`src/rtl/lp_entry_pkg.sv`:
```
package lp_entry_pkg;

  typedef enum logic [1:0] {
    IDLE_NOW   = 2'b00,
    IDLE_SHORT = 2'b01,
    IDLE_LONG  = 2'b10,
    IDLE_OFF   = 2'b11
  } idle_code_e;

  // Number of idle clock edges required before entry for a code.
  function automatic int unsigned idle_limit(idle_code_e code,
                                             int unsigned short_n,
                                             int unsigned long_n);
    case (code)
      IDLE_SHORT: idle_limit = short_n;
      IDLE_LONG:  idle_limit = long_n;
      default:    idle_limit = 0;
    endcase
  endfunction

endpackage

```
`src/rtl/lp_idle_timer.sv`:
```
module lp_idle_timer
  import lp_entry_pkg::*;
#(
  parameter int unsigned SHORT_IDLE = 64,
  parameter int unsigned LONG_IDLE  = 128
) (
  input  logic       clk,
  input  logic       rst_n,
  input  logic       xfer_busy,
  input  idle_code_e code,
  output logic       idle_ready
);
  localparam int unsigned CNT_W = $clog2(LONG_IDLE + 1);
  localparam logic [CNT_W-1:0] CNT_MAX = CNT_W'(LONG_IDLE);

  logic [CNT_W-1:0] idle_cnt;
  logic [CNT_W-1:0] limit_w;

  assign limit_w = CNT_W'(idle_limit(code, SHORT_IDLE, LONG_IDLE));

  always_ff @(posedge clk or negedge rst_n) begin
    if (!rst_n)                  idle_cnt <= '0;
    else if (xfer_busy)          idle_cnt <= '0;
    else if (idle_cnt < CNT_MAX) idle_cnt <= idle_cnt + 1'b1;
  end

  assign idle_ready = !xfer_busy && (code != IDLE_OFF) && (idle_cnt >= limit_w);


  cnt_sat_chk: assert property (@(posedge clk) disable iff (!rst_n)
    idle_cnt <= CNT_MAX);

  off_code_chk: assert property (@(posedge clk) disable iff (!rst_n)
    (code == IDLE_OFF) |-> !idle_ready);

  busy_restart_chk: assert property (@(posedge clk) disable iff (!rst_n)
    xfer_busy |=> (idle_cnt == '0));
endmodule

```
`src/rtl/lp_emr_tracker.sv`:
```
module lp_emr_tracker #(
  parameter int unsigned COMP_W = 2,
  parameter int unsigned DRV_W  = 2
) (
  input  logic              clk,
  input  logic              rst_n,
  input  logic              init_done,
  input  logic              cfg_we,
  input  logic [COMP_W-1:0] cfg_comp,
  input  logic [DRV_W-1:0]  cfg_drive,
  input  logic              cfg_exit_slow,
  input  logic              ref_slot,
  input  logic              idle_ready,
  input  logic              xfer_busy,
  input  logic              ref_req,
  input  logic              gnt,
  output logic              req,
  output logic              pending,
  output logic [COMP_W-1:0] comp_q,
  output logic [DRV_W-1:0]  drive_q,
  output logic              exit_q
);
  logic fields_differ;
  logic raise_upd;
  logic take_upd;
  logic ref_arm;

  assign fields_differ = (cfg_comp != comp_q) || (cfg_drive != drive_q) ||
                         (cfg_exit_slow != exit_q);
  assign raise_upd = cfg_we && fields_differ && init_done;
  assign take_upd  = req && gnt;

  always_ff @(posedge clk or negedge rst_n) begin
    if (!rst_n) begin
      comp_q  <= '0;
      drive_q <= '0;
      exit_q  <= 1'b1;
    end else if (cfg_we) begin
      comp_q  <= cfg_comp;
      drive_q <= cfg_drive;
      exit_q  <= cfg_exit_slow;
    end
  end

  always_ff @(posedge clk or negedge rst_n) begin
    if (!rst_n)         pending <= 1'b0;
    else if (raise_upd) pending <= 1'b1;
    else if (take_upd)  pending <= 1'b0;
  end

  always_ff @(posedge clk or negedge rst_n) begin
    if (!rst_n)                     ref_arm <= 1'b0;
    else if (!pending || take_upd)  ref_arm <= 1'b0;
    else if (ref_req && xfer_busy)  ref_arm <= 1'b1;
  end

  assign req = pending && (ref_slot ? ref_arm : idle_ready);


  req_needs_pending_chk: assert property (@(posedge clk) disable iff (!rst_n)
    req |-> pending);

  clear_by_grant_chk: assert property (@(posedge clk) disable iff (!rst_n)
    $fell(pending) |-> $past(gnt && req));

  no_raise_pre_init_chk: assert property (@(posedge clk) disable iff (!rst_n)
    (cfg_we && !init_done && !pending) |=> !pending);

  same_value_chk: assert property (@(posedge clk) disable iff (!rst_n)
    (cfg_we && !fields_differ && !pending) |=> !pending);
endmodule

```
`src/rtl/lp_entry_ctrl.sv`:
```
module lp_entry_ctrl
  import lp_entry_pkg::*;
#(
  parameter int unsigned COMP_W     = 2,
  parameter int unsigned DRV_W      = 2,
  parameter int unsigned SHORT_IDLE = 64,
  parameter int unsigned LONG_IDLE  = 128
) (
  input  logic              clk,
  input  logic              rst_n,
  input  logic              init_done,
  input  logic              cfg_we,
  input  logic [1:0]        cfg_timeout,
  input  logic [COMP_W-1:0] cfg_comp,
  input  logic [DRV_W-1:0]  cfg_drive,
  input  logic              cfg_exit_slow,
  input  logic              cfg_ref_slot,
  input  logic              xfer_busy,
  input  logic              ref_req,
  input  logic              mode_upd_gnt,
  output logic              mode_upd_req,
  output logic              mode_upd_pending,
  output logic [COMP_W-1:0] emr_comp,
  output logic [DRV_W-1:0]  emr_drive,
  output logic              emr_exit_slow,
  output logic              lp_enter
);
  idle_code_e timeout_q;
  logic       ref_slot_q;
  logic       idle_ready;
  logic       entry_blocked;

  always_ff @(posedge clk or negedge rst_n) begin
    if (!rst_n) begin
      timeout_q  <= IDLE_NOW;
      ref_slot_q <= 1'b0;
    end else if (cfg_we) begin
      timeout_q  <= idle_code_e'(cfg_timeout);
      ref_slot_q <= cfg_ref_slot;
    end
  end

  lp_idle_timer #(
    .SHORT_IDLE(SHORT_IDLE),
    .LONG_IDLE (LONG_IDLE)
  ) u_timer (
    .clk       (clk),
    .rst_n     (rst_n),
    .xfer_busy (xfer_busy),
    .code      (timeout_q),
    .idle_ready(idle_ready)
  );

  lp_emr_tracker #(
    .COMP_W(COMP_W),
    .DRV_W (DRV_W)
  ) u_tracker (
    .clk          (clk),
    .rst_n        (rst_n),
    .init_done    (init_done),
    .cfg_we       (cfg_we),
    .cfg_comp     (cfg_comp),
    .cfg_drive    (cfg_drive),
    .cfg_exit_slow(cfg_exit_slow),
    .ref_slot     (ref_slot_q),
    .idle_ready   (idle_ready),
    .xfer_busy    (xfer_busy),
    .ref_req      (ref_req),
    .gnt          (mode_upd_gnt),
    .req          (mode_upd_req),
    .pending      (mode_upd_pending),
    .comp_q       (emr_comp),
    .drive_q      (emr_drive),
    .exit_q       (emr_exit_slow)
  );

  assign entry_blocked = mode_upd_pending && !ref_slot_q;
  assign lp_enter      = init_done && idle_ready && !entry_blocked;


  busy_no_entry_chk: assert property (@(posedge clk) disable iff (!rst_n)
    xfer_busy |-> !lp_enter);

  hold_for_update_chk: assert property (@(posedge clk) disable iff (!rst_n)
    (mode_upd_pending && !ref_slot_q) |-> !lp_enter);

  pre_init_chk: assert property (@(posedge clk) disable iff (!rst_n)
    !init_done |-> !lp_enter);
endmodule

```
`config.mk`:
```
export PLATFORM = sky130hd
export DESIGN_NAME = lp_entry_ctrl
export DESIGN_NICKNAME = d
export VERILOG_FILES = /design/src/rtl/lp_entry_pkg.sv /design/src/rtl/lp_idle_timer.sv /design/src/rtl/lp_emr_tracker.sv /design/src/rtl/lp_entry_ctrl.sv
export SDC_FILE = /design/constraint.sdc
export NUM_CORES = 1
export LEC_CHECK = 0
export ABC_CLOCK_PERIOD_IN_PS = 1800
export BUFFER_PORTS_ARGS = -buffer_cell sky130_fd_sc_hd__buf_2
export CORE_MARGIN = 2
export CORE_UTILIZATION = 46
export CTS_CLUSTER_SIZE = 20
export DETAILED_ROUTE_END_ITERATION = 8
export HOLD_SLACK_MARGIN = 0.08
export PLACE_DENSITY = 0.75
export SYNTH_ARGS = -nofsm -noshare
export SYNTH_HDL_FRONTEND = slang
export SYNTH_SLANG_ARGS = --single-unit
```
`constraint.sdc`:
```
create_clock -name clk -period 1.8 [get_ports clk]
set_clock_uncertainty 0.05 [all_clocks]
set_input_delay 0.09 -clock clk [delete_from_list [all_inputs] [get_ports clk]]
set_output_delay 0.09 -clock clk [all_outputs]
set_load 0.01 [all_outputs]
```
Word-level counts from Yosys, hierarchy flattened

Cells that the tools add are included.

Register bits: 18
Bits in latches: 0
Bits in writable memories: 0
Memory bits (read-only): 0
Memories kept: 0

Add/sub/neg operators: 1
$mul: 0
Div/mod/pow operators: 0
$lt $le $gt $ge: 2
Equality and inequality tests: 6
Shift operators: 0
Mux-type cells: 8
Bitwise logic cells: 0
Reductions and logical operators: 20

Operator list:

| cell                                                            | number |
|---|---|
| 8-bit 2-to-1 mux                                                | 2 |
| 8-bit one-hot mux with 2 select lines                           | 1 |
| 1-bit logical AND                                               | 10 |
| 8-bit by 1-bit adder with 8-bit output, second input constant   | 1 |
| 8-bit >= comparator                                             | 1 |
| 8-bit < comparator, second input constant                       | 1 |
| 2-bit nonzero test                                              | 3 |
| 1-bit 2-to-1 mux                                                | 5 |
| 1-bit zero test                                                 | 4 |
| 2-bit inequality test                                           | 2 |
| 1-bit logical OR                                                | 3 |
| 2-bit by 1-bit == test with 1-bit output, second input constant | 1 |
| 2-bit == test, second input constant                            | 1 |
| 2-bit inequality test, second input constant                    | 1 |
| 1-bit inequality test                                           | 1 |

Longest topological paths before layout

Depth after elaboration: 9
Gate-level depth with buffers: 6
Depth with buffers taken out: 6

By module

From an unflattened synthesis, not the netlist that was laid out.

Cell total of the unflattened synthesis: 86
Area total of the unflattened synthesis: 927.1 um^2

By module, submodules not included:

| module         | times used | cells each | area each (um^2) |
|---|---|---|---|
| lp_idle_timer  | 1          | 49         | 471.7 |
| lp_emr_tracker | 1          | 27         | 336.6 |
| lp_entry_ctrl  | 1          | 10         | 118.9 |

Worst setup path before layout

No wires, ideal clock.

Kind: reg2out
From: reg timeout_q[0]
To: out mode_upd_req
Arrival: 1,588 ps
Data required time: 1,660 ps
Setup slack: 72 ps
Cell stages (with the launch flop): 7
Cells stage by stage: dfrtp_1 -> nand2b_1 -> ha_1 -> and4b_1 -> a221oi_4 -> nor3b_1 -> o21a_1

Cells in the longest elaborated chain, start to end: 6

Ends and longest elaborated chain:

| element                                                                          | line                 | RTL |
|---|---|---|
| from (decl)                                                                      | lp_entry_ctrl.sv:28  | `idle_code_e timeout_q;` |
| from (signal assigned)                                                           | lp_entry_ctrl.sv:38  | `timeout_q <= idle_code_e'(cfg_timeout);` |
| 2-bit == test / 2-bit by 1-bit == test with 1-bit output (equally long branches) | lp_entry_pkg.sv:14   | `case (code)` |
| 8-bit one-hot mux with 2 select lines                                            | lp_entry_pkg.sv:14   |  |
| 8-bit >= comparator                                                              | lp_idle_timer.sv:27  | `assign idle_ready = !xfer_busy && (code != IDLE_OFF) && (idle_cnt >= limit_w);` |
| 1-bit logical AND (*)                                                            | lp_idle_timer.sv:27  |  |
| 1-bit 2-to-1 mux (*)                                                             | lp_emr_tracker.sv:57 | `assign req = pending && (ref_slot ? ref_arm : idle_ready);` |
| 1-bit logical AND (*)                                                            | lp_emr_tracker.sv:57 |  |
| to (decl)                                                                        | lp_entry_ctrl.sv:21  | `output logic mode_upd_req,` |

Every way passes the cells marked *; elsewhere a longest branch is shown, timed or not.

Worst setup path after layout

From: reg timeout_q[1]
To: out mode_upd_req

Same word-level chain as after synthesis.

==> qor.log <==
qor: status.run_status finished, violations left
qor: status.violated_checks negative setup slack
qor: logic_synthesis.synth.ff_latch_count 18
qor: final_layout.drive_above_1_share 39.7%
qor: sta.timing.final.ws_setup -0.292 ns
qor: setup_path.timing.critical_path.max_delay_family flip-flops
qor: setup_path.critical_path_type register to output pin
qor: final_layout.syn_to_final_growth 40.7%
qor: setup_path.setup.worst_path.end_class output pin
qor: final_layout.most-common-layout-cells 22 x sky130_fd_sc_hd__buf_2, 17 x sky130_fd_sc_hd__dfrtp_1, 13 x sky130_fd_sc_hd__dlygate4sd3_1
qor: sta.timing.final.crit_share 116%
qor: global_route.grt_usage 18.9%
qor: sta.grt_setup_unrepaired yes
qor: clocking.clock_path_buffers 2
qor: logic_synthesis.synth_async_sr_flop_share 100%
qor: global_route.first_global_vias 772
qor: setup_path.critPathSlowestCell sky130_fd_sc_hd__dfrtp_1
qor: clocking.cts_inserted_buffers 3
qor: routing.drt_drc_violations_left 0
qor: power_and_ir_drop.power.density 714 nW/µm²
qor: logic_synthesis.synth.cell_area 978 µm²
qor: clocking.number_of_levels_in_the_clock_h_tree 1
qor: floorplanning.coreArea 1980 µm²
qor: sta.setup_viol_count_final 4
qor: logic_synthesis.synth_edf_count 0
qor: sta.achievable_freq 478 MHz
qor: setup_path.critical-path-max-stage-delay 0.44 ns
qor: routing.final_antenna_net_count 0
qor: logic_synthesis.synth_fp_nets 107
qor: floorplanning.io_pins 23
qor: clocking.clkTransAtPathRegs 0.10 ns
qor: logic_synthesis.synth_cell_types 32
qor: sta.period_needed 2.09 ns
qor: floorplanning.initial_utilization 49.4%
qor: routing.vias_per_cell 4.87
qor: setup_path.crit_path_cell_trace buf_6 -> nand2b_4 -> ha_4 -> and4b_1 -> a221oi_4 -> nor3b_1 -> o21a_1 -> buf_2
qor: routing.wl_per_cell 12.4 µm
qor: global_route.leftover_overflow_at_the_end_of_global_routing 0
qor: final_layout.nets_final 151
qor: place.dp_hpwl 1.38 mm
qor: setup_path.worstRegToRegCells 9
qor: setup_path.critical_path_arrival 1.95 ns
qor: hold_path.hold_path_startpoint cfg_we
qor: logic_synthesis.syn-instance-count 88
qor: sta.final_hold_viol_count 0
qor: power_and_ir_drop.p_leak 0.000624 µW
qor: final_layout.layout.cells.non_filler 158
qor: place.placement.cell_area 1140 µm²
qor: setup_path.cp.required 1.66 ns
qor: final_layout.fin_area 1380 µm²
qor: final_layout.fillCellCount 134
qor: setup_path.regToRegSetupSlack -0.04 ns
qor: place.place.gp.congestion 0.760
qor: power_and_ir_drop.vdd_drop_max 0.546 mV
qor: setup_path.worstPathBufferInverterCount 2
qor: routing.detail_route.iter0.violations 8
qor: logic_synthesis.yosys_most_used_dff sky130_fd_sc_hd__dfrtp_1
qor: clocking.root_buffer sky130_fd_sc_hd__clkbuf_4
qor: floorplanning.dieWidth 50.1 µm
qor: clocking.tritoncts_sinks 18
qor: logic_synthesis.synth_sequential_area_ratio 46.2%
qor: place.placed_cells 138
qor: place.port_buffers 22
qor: floorplanning.die_y 50.1 µm
qor: final_layout.mostFrequentLayoutCell sky130_fd_sc_hd__buf_2
qor: floorplanning.die_area 2510 µm²
qor: setup_path.critical_path.reg2reg.endpoint u_tracker.pending
qor: place.dpl_worst_slack 0.0179 ns
qor: sta.tightest_slew 0.397 ns
qor: clocking.clk_latency 0.29 ns
qor: run.max_cap_violations 0
qor: hold_path.hold_path_depth 3
qor: sta.relSlewSlack 73.5%
qor: routing.drt_pass1_iterations 4
qor: sta.final-max-slew-violation-count 0
qor: final_layout.antenna_diodes 0
qor: hold_path.worst_hold_path_type input pin to register
qor: setup_path.start_kind register
qor: logic_synthesis.synthesis.area_per_instance 11.1 µm²
qor: global_route.antenna_found_initial 0
qor: setup_path.worstReg2RegStart timeout_q[1]
qor: global_route.grt_first_pass_wirelength 3.45 mm
qor: logic_synthesis.synth-warning-count 0
qor: clocking.clock_tree_from_tritoncts done
qor: hold_path.min_to u_tracker.pending
qor: routing.vias_after_detailed_routing 769
qor: floorplanning.placementRows 16
qor: global_route.maximum_number_of_pins_on_one_net_before_global_route_repair 19
qor: setup_path.critical_path_peak_fanout 3
qor: routing.totalWireLength 1.96 mm
==> layer usage <==
| layer | wire, µm | part of all wire, % | vias to the layer above | track usage, % |
|---|---|---|---|---|
| met5 | 0 | 0 | - | 0 |
| met4 | 61 | 3.1 | 0 | 13.9 |
| met3 | 43 | 2.2 | 4 | 2.73 |
| li1 | - | - | 388 | - |
| met1 | 815 | 42 | 363 | 22.0 |
| met2 | 1040 | 53 | 14 | 31.1 |
==> layout make-up <==
cell class | instances | area [µm²] | share of cell area [%]
Clock buffer | 4 | 36.3 | 2.64
Inverter | 4 | 15.0 | 1.09
Multi-Input combinational cell | 63 | 539 | 39.2
Sequential cell | 18 | 452 | 32.8
Tap cell | 27 | 33.8 | 2.45
Timing Repair Buffer | 42 | 300 | 21.8
==> sequential cells by signal, indices dropped and copies added (netlist names) <==
name,count
u_timer.idle_cnt,8
timeout_q,2
u_tracker.comp_q,2
u_tracker.drive_q,2
ref_slot_q,1
u_tracker.exit_q,1
u_tracker.pending,1
u_tracker.ref_arm,1
==> synth_stat cells (2+ instances only) <==
cell                       number  area (µm²)
sky130_fd_sc_hd__a21oi_1        2        10.0
sky130_fd_sc_hd__clkbuf_1       2        7.51
sky130_fd_sc_hd__dfrtp_1       17         425
sky130_fd_sc_hd__ha_1           4        50.1
sky130_fd_sc_hd__inv_1          2        7.51
sky130_fd_sc_hd__inv_2          2        7.51
sky130_fd_sc_hd__mux2_2         8        90.1
sky130_fd_sc_hd__nand2_1        4        15.0
sky130_fd_sc_hd__nand2b_1       3        18.8
sky130_fd_sc_hd__nand3_1        3        15.0
sky130_fd_sc_hd__nor2_1        10        37.5
sky130_fd_sc_hd__nor2b_1        2        12.5
sky130_fd_sc_hd__xnor2_1        6        52.6
sky130_fd_sc_hd__xor2_1         5        43.8
==> power breakdown <==
part	internal, µW	leakage, µW	switching, µW
clock	123	0.0000210	121
combinational	149	0.000378	111
sequential	444	0.000225	34.8
==> logic make-up (layout without fill, tap and decap cells) <==
group / after synthesis / after routing / share of synthesized area, %
DFF: 18 / 18 / 46.2
xor gates and xnor gates: 11 / 11 / 9.85
muxes: 9 / 9 / 10.2
AOI/OAI and AO/OA: 7 / 7 / 7.55
and+or+nand+nor: 32 / 32 / 18.3
adders and majority gates: 4 / 4 / 5.12
buffers and inverters: 7 / 50 / 2.81
==> repair_timing <==
| item | CTS | global route |
|---|---|---|
| hold endpoints to repair | 36 | 0 |
| hold buffers | 13 | 0 |
| endpoints found under the setup margin | 2 | 4 |
| pin swaps | 4 | 2 |
| setup buffers | 2 | 2 |
| gates resized for setup | 2 | 4 |
==> worst register-to-register path, cell delays in order (launching register included) <==
cell and delay, ns:
sky130_fd_sc_hd__dfrtp_1 0.43, sky130_fd_sc_hd__buf_6 0.13, sky130_fd_sc_hd__nand2b_4 0.05, sky130_fd_sc_hd__ha_4 0.26, sky130_fd_sc_hd__and4b_1 0.23, sky130_fd_sc_hd__a221oi_4 0.08, sky130_fd_sc_hd__buf_4 0.15, sky130_fd_sc_hd__buf_6 0.11
sky130_fd_sc_hd__o211ai_2 0.17, sky130_fd_sc_hd__nand2_1 0.07
==> how the worst max path moves through the flow <==
stage,from,to,slack (ns),cells past startpoint
floorplan,timeout_q[0],mode_upd_req,0.07,6
global placement,timeout_q[0],mode_upd_req,0.06,7
detailed placement,timeout_q[0],mode_upd_req,0.02,7
CTS,timeout_q[1],mode_upd_req,-0.30,7
global route,timeout_q[1],mode_upd_req,-0.40,8
finish,timeout_q[1],mode_upd_req,-0.29,8
==> through the flow <==
stage	TNS, ns	hold WS [ns]	total power, µW	util [%]
final	-0.598	0.118	983	69.4
after floorplan	0	-0.256	611	-
after CTS	-0.523	0.0961	985	67.7
after global placement	0	-0.0141	688	57.5
after global routing	-0.943	0.0918	1050	69.4
after detailed placement	0	-0.0107	696	57.5
No activity file was read; power rests on OpenSTA's default activity.
